--- src/rtl/btn_event.sv ---
module btn_event #(
  parameter int unsigned HOLD_CYCLES = 2500000,
  parameter bit          BYPASS      = 1'b0
) (
  input  logic clk,
  input  logic rst,
  input  logic btn_raw,
  output logic btn_level,
  output logic press_pulse,
  output logic release_pulse,
  output logic change_pulse
);

  localparam int unsigned CW = $clog2(HOLD_CYCLES + 1);

  logic          meta_q;
  logic          sync_q;
  logic [CW-1:0] cnt;
  logic          qual;
  logic          qual_d;

  always_ff @(posedge clk or posedge rst) begin
    if (rst) begin
      meta_q <= 1'b0;
      sync_q <= 1'b0;
    end else begin
      meta_q <= btn_raw;
      sync_q <= meta_q;
    end
  end

  generate
    if (BYPASS) begin : g_bypass
      assign cnt  = '0;
      assign qual = sync_q;
    end else begin : g_debounce
      assign qual = (cnt == CW'(HOLD_CYCLES));

      always_ff @(posedge clk or posedge rst) begin
        if (rst)
          cnt <= '0;
        else if (!sync_q)
          cnt <= '0;
        else if (!qual)
          cnt <= cnt + 1'b1;
      end
    end
  endgenerate

  always_ff @(posedge clk or posedge rst) begin
    if (rst) qual_d <= 1'b0;
    else     qual_d <= qual;
  end

  assign btn_level     = qual;
  assign press_pulse   = qual & ~qual_d;
  assign release_pulse = ~qual & qual_d;
  assign change_pulse  = qual ^ qual_d;

endmodule


--- config.mk ---
export PLATFORM = sky130hd
export DESIGN_NAME = btn_event
export DESIGN_NICKNAME = d
export VERILOG_FILES = /design/src/rtl/btn_event.sv
export SDC_FILE = /design/constraint.sdc
export NUM_CORES = 1
export LEC_CHECK = 0
export ABC_CLOCK_PERIOD_IN_PS = 2600
export BUFFER_PORTS_ARGS = -buffer_cell sky130_fd_sc_hd__buf_4
export CORE_MARGIN = 8
export CORE_UTILIZATION = 39
export CTS_CLUSTER_SIZE = 28
export DETAILED_ROUTE_END_ITERATION = 7
export GPL_ROUTABILITY_DRIVEN = 0
export PLACE_DENSITY = 0.6
export SYNTH_ARGS = -nofsm -noshare
export SYNTH_HDL_FRONTEND = slang
export SYNTH_SLANG_ARGS = --single-unit
--- constraint.sdc ---
create_clock -name clk -period 2.6 [get_ports clk]
set_input_delay 0.78 -clock clk [delete_from_list [all_inputs] [get_ports clk]]
set_output_delay 0.78 -clock clk [all_outputs]
set_load 0.02 [all_outputs]
==> metrics, run 1 <==
status finished with violations; failing checks negative setup slack; via-per-instance ratio between 5 and 6; Clock Sink Count 25; share of cells above drive strength 1 22.97%; worst min-delay path category reg2reg; I/O Pins 7; Final Cycle Share 106.7%; post-synthesis sequential area ratio a little under half; final non-filler cell total 194; vias in the first global route ~1100; Power Dens Cells between 300 and 400 nW/um2; Max FO, Critical Path 2; CP max stage delay ~430 ps; DRT Pass-1 Iters 4; WS Path Type reg2out; final hold vios 0; CP arrival 1990 ps; Post-synth EDFFs 0; Diodes inserted 0; Syn Inst Count 130; total power a little over 0.6 mW; Worst slew margin about 64%; Routed Antenna Nets 0; ranking of synthesized cells by area dfrtp_1 48%, xor2_1 6.0%, ha_1 3.8%, nand4_4 3.2%, nand2_1 3.1%; CTS tree built; area grow syn2layout 18.16%; first-pass GRT wire length 4.871 mm; starting utilization of the core area about two fifths; r2r endpoint cnt[20]; GRT Total Usage 11.52%; clock slew at reported path FFs 120 ps; Reg2Reg Depth 5; top cell type by total area after synthesis dfrtp_1; RR Startpoint cnt[2]; CTS Buf Count 3; routed len/inst 14.23 um; final setup violation count 4; die width between 70 and 80 um; drc violations 0; origin of the worst min-delay path meta_q; Pleak 0.6933 nW; Netlist cell types 34; worst reg2reg setup slack 640 ps; fmax 360.4 MHz; final max-slew violation count 0; average cell area after synthesis 10.13 um2; max_cap viols 0; Layout Skew between 20 and 25 ps; worst slew pin tran 534.5 ps; clk buf depth 2; Placed Instances around 180; DIE AREA 5490 um2; Std-Cell Rows 21; final worst slack -174.4 ps; post-synthesis register bit count 25; GRT overflow 0; Hold Path End sync_q; CP Cell Sequence nor4_2 > nand4_1 > nor4_4 > inv_1 > ha_1 > inv_2 > buf_6; synth warn 0; WP data required 1820 ps; Top FF cell, synth dfrtp_1; Startpoint Class flip-flop; largest net degree at the start of global routing 26; core area between 3000 and 4000 um2; Worst Setup End Kind output port; filler cell count between 300 and 400; nets@finish 156; peak supply drop 0.3524 mV; hold_ws 363.5 ps; Skew-Pair Late Insertion Delay between 300 and 400 ps; Final min period around 2800 ps; Post-CTS Hold Buffers 0; Worst path slowest cell dfrtp_1; die height 74.10 um; Syn Nets about 140; H-tree levels 1; Vias 1013; fraction of registers with async set/reset 100.0%; unrepaired setup endpoints after global routing true; DRT iter0 DRCs 45; hpwl dp ~1.8 mm; Mapped Area about 1300 um2; Cells on Worst Hold Path 0; Core Util, Final 47.35%; pre-CTS worst setup slack 126.3 ps; Routed WL about 2.8 mm; Root Driver clkbuf_4; area share of the largest cell type after synthesis a little under half; buffers added on ports 6; initial antenna violation count 0
## cells in the mapped netlist, types with 2 or more instances
cell / number
dfrtp_1: 25
nand2_1: 11
nor2_1: 10
xor2_1: 9
a21oi_1: 8
inv_1: 8
nand3_1: 7
o21ai_0: 6
nand4_1: 5
ha_1: 4
mux2i_1: 3
or3_1: 3
or3_2: 3
and2_1: 2
and4_1: 2
clkbuf_1: 2
nand4_4: 2
nor4_1: 2
o31ai_1: 2
or4_1: 2
## metrics by stage
| step | instance area, um2 | TNS (ps) |
|---|---|---|
| after floorplan | 1320 | -134.1 |
| after global placement | 1438 | 0 |
| after detailed placement | 1438 | 0 |
| after CTS | 1548 | -481.6 |
| after global routing | 1555 | -775.6 |
| final | 1555 | -336.0 |
## sequential cells by signal, summed over array words and instances, names as in the netlist
name,cells
sync_q,1
qual_d,1
cnt,22
meta_q,1
## critical path: cells and delay by family, from the launching register on
| kind | cells | cell delay (ps) |
|---|---|---|
| buffers and inverters | 3 | 230 |
| flip-flops | 1 | 430 |
| adder cells (fa/ha/maj) | 1 | 280 |
| AND/OR/NAND/NOR | 3 | 750 |
## logic make-up after synthesis
group                    Yosys count  synth area share, %
adder cells (fa/ha/maj)            4                3.802
AO/OA/AOI/OAI                     17                6.939
buffers and inverters             13                4.277
flip-flops                        25                47.53
XOR/XNOR                          10                6.654
multiplexers                       3                2.281
AND/OR/NAND/NOR                   58                28.52
## cell usage in the layout, fill, tap and decap left out, drive strengths merged, types with 6 or more instances in the layout
| master | n |
|---|---|
| a21oi | 8 |
| buf | 18 |
| dfrtp | 25 |
| inv | 8 |
| nand2 | 11 |
| nand3 | 7 |
| nand4 | 7 |
| nor2 | 10 |
| o21ai | 6 |
| or3 | 6 |
| xor2 | 9 |
## timing repair
action / in CTS / in global routing
hold endpoints to repair: 0 / 0
endpoints found under the setup margin: 4 / 4
pin swaps: 4 / 2
gates resized for setup: 8 / 0
setup buffers: 6 / 1
## worst max path at each step
stage            start            to  slack, ps  cells after the start
6_report        cnt[2]  change_pulse       -170                      7
3_3_place_gp   cnt[15]  change_pulse        150                      6
5_1_grt         cnt[2]  change_pulse       -290                      7
4_1_cts        cnt[20]  change_pulse       -220                      7
2_1_floorplan  cnt[16]  change_pulse       -130                      5
3_5_place_dp   cnt[15]  change_pulse        130                      6
## report_power, final
group | internal (mW) | total, mW | switching, mW
Sequential | 0.394 | 0.400 | 0.00573
Combinational | 0.0112 | 0.0338 | 0.0225
Clock | 0.0576 | 0.174 | 0.116
## area by class of cell
class / count / area (um2) / share of cell area, %
Multi-Input combinational cell: 92 / 656.9 / 42.24
Timing Repair Buffer: 18 / 153.9 / 9.895
Clock inverter: 1 / 5.005 / 0.3218
Sequential cell: 25 / 625.6 / 40.23
Clock buffer: 3 / 22.52 / 1.448
Tap cell: 46 / 57.56 / 3.701
Inverter: 9 / 33.78 / 2.172
## routing by layer
| layer | GRT usage, % | part of all wire (%) | up-vias |
|---|---|---|---|
| met1 | 13.99 | 47 | 501 |
| met2 | 19.14 | 48 | 13 |
| li1 | - | - | 497 |
| met4 | 2.882 | 0.98 | 0 |
| met3 | 3.639 | 3.6 | 2 |
| met5 | 0 | 0 | - |
Power figures use the tool's default switching activity.
==> run 2: changes to the inputs <==
CELL_PAD_IN_SITES_DETAIL_PLACEMENT = 1   (was not set)
CELL_PAD_IN_SITES_GLOBAL_PLACEMENT = 2   (was not set)
CORE_UTILIZATION = 35   (was 39)
PLACE_DENSITY = 0.77   (was 0.6)
==> run 2 against run 1 <==
Effect of this change:
- the run still ends with negative setup slack left
- clock power increased by 43%
- fmax decreased by 0.35%
- register-to-register slack got worse by 160 ps
- flip-flop and latch count unchanged
- setup slack got worse by 9.7 ps
- core utilization decreased by 3.1 points
- total power increased by 13%
- first-iteration DRC count decreased by 6.7%
- die area increased by 8.9%
- count of clock-buffer cells in the layout unchanged
- global-route usage decreased by 0.63 points
- clock skew decreased by 13 ps
==> metrics, run 2 (same netlist as run 1, synthesis figures left out) <==
status finished with violations; failing checks negative setup slack; Std-Cell Rows 22 (+4.8%); GRT Total Usage 10.89% (-0.63 points); Cells on Worst Hold Path 0 (unchanged); via-per-instance ratio 5.081 (-2.7%); peak supply drop 0.3298 mV (-6.4%); Diodes inserted 0 (unchanged); final max-slew violation count 0 (unchanged); Startpoint Class flip-flop; Final Cycle Share 107.1% (+0.37 points); Vias 1006 (-0.69%); final hold vios 0 (unchanged); initial antenna violation count 0 (unchanged); Pleak 0.7137 nW (+3.0%); CP Cell Sequence or4b_4 > nor4_4 > inv_2 > ha_4 > inv_2 > buf_6; WP data required 1820 ps (about the same); fmax 359.2 MHz (-0.35%); Layout Skew 8.707 ps (-13.24 ps); Top reg by flops cnt; WP depth 6 (-1); nets@finish 158 (+1.3%); clock slew at reported path FFs 100 ps (-20 ps); worst min-delay path category reg2reg; clk buf depth 2 (unchanged); WS Path Type reg2out; pre-CTS worst setup slack 105.9 ps (-20.35 ps); Skew-Pair Late Insertion Delay 280 ps (-50 ps); DIE AREA 5979 um2 (+8.9%); hold_ws 368.6 ps (+5.106 ps); max_cap viols 0 (unchanged); total power 0.6849 mW (+13%); worst slew pin tran 543.4 ps (+8.922 ps); largest net degree at the start of global routing 26 (unchanged); max reg flops 22 (unchanged); Post-CTS Hold Buffers 0 (unchanged); final worst slack -184.1 ps (-9.708 ps); Max FO, Critical Path 2 (unchanged); share of cells above drive strength 1 25.33% (+2.4 points); H-tree levels 1 (unchanged); Power Dens Cells 426.0 nW/um2 (+9.0%); Most common cell on crit path inv_2; CTS Buf Count 3 (unchanged); starting utilization of the core area 36.23% (-3.9 points); CP Buf/Inv Count 3 (unchanged); Clock Sink Count 25 (unchanged); area grow syn2layout 22.15%; Worst slew margin 63.55% (-0.60 points); DRT iter0 DRCs 42 (-6.7%); I/O Pins 7 (unchanged); vias in the first global route 1108 (+5.1%); DRT Pass-1 Iters 4 (unchanged); Reg2Reg Depth 6 (+1); CTS tree built; Placed Instances 185 (+1.1%); unrepaired setup endpoints after global routing true; CP arrival 2000 ps (about the same); drc violations 0 (unchanged); most frequent cells in the layout 25 x dfrtp_1, 15 x buf_4, 11 x nand2_1; Routed WL 3.088 mm (+12%); GRT overflow 0 (unchanged); Routed Antenna Nets 0 (unchanged); die height 77.33 um (+4.4%); final non-filler cell total 198 (+2.1%); routed len/inst 15.60 um (+9.6%); commonest non-fill, non-tap cell in the layout dfrtp_1; Worst path slowest cell or4b_4; buffers added on ports 6 (unchanged); core area 3633 um2 (+11%); Root Driver clkbuf_8; first-pass GRT wire length 5.285 mm (+8.5%); Worst Setup End Kind output port; final setup violation count 4 (unchanged); Final min period 2784 ps (+9.708 ps); Crit path max-delay family simple AND/OR/NAND/NOR gates; die width 77.33 um (+4.4%); setup_tns -428.2 ps (-92.27 ps); hpwl dp 2.071 mm (+16%); CP max stage delay 530 ps (+100 ps)
run 2: stage by stage:
step	area, um2	utilization (%)
after CTS	1570	43.22
after global placement	1440	39.64
after global routing	1608	44.25
after floorplan	1320	-
final	1608	44.25
after detailed placement	1440	39.64
run 2: routing by layer:
metal / track usage [%] / share of wire [%] / vias up
met5: 0 / 0 / -
met4: 2.830 / 0.94 / 0
met3: 3.497 / 2.9 / 2
met2: 18.20 / 49 / 10
met1: 13.13 / 47 / 500
li1: - / - / 494
run 2: what timing repair did:
| action | in CTS | in global routing |
|---|---|---|
| endpoints found under the setup margin | 4 | 4 |
| buffers inserted | 7 | 2 |
| resized for setup | 6 | 4 |
| pin swaps | 5 | 2 |
run 2: final timing paths:
check,start,endpoint,slack (ps)
setup reg to reg,cnt[2],cnt[20],480
min in group asynchronous,rst,cnt[4],550
hold reg to reg,meta_q,sync_q,370
setup / recovery,cnt[15],change_pulse,-180
hold / removal,meta_q,sync_q,370
max in group asynchronous,rst,cnt[18],1790
run 2: area by class of cell:
class | count | area [um2]
fill | 410 | 2026
clock buffer | 3 | 41.29
clock inverter | 1 | 8.758
sequential | 25 | 625.6
tap | 48 | 60.06
multi-input combinational | 92 | 669.4
timing repair buffer | 20 | 168.9
inverter | 9 | 33.78
run 2: where the power goes:
group          internal (mW)  leakage [nW]  switching [mW]  total, mW
combinational         0.0125         0.345          0.0240     0.0366
clock                  0.112        0.0261           0.136      0.249
sequential             0.394         0.342         0.00580      0.400
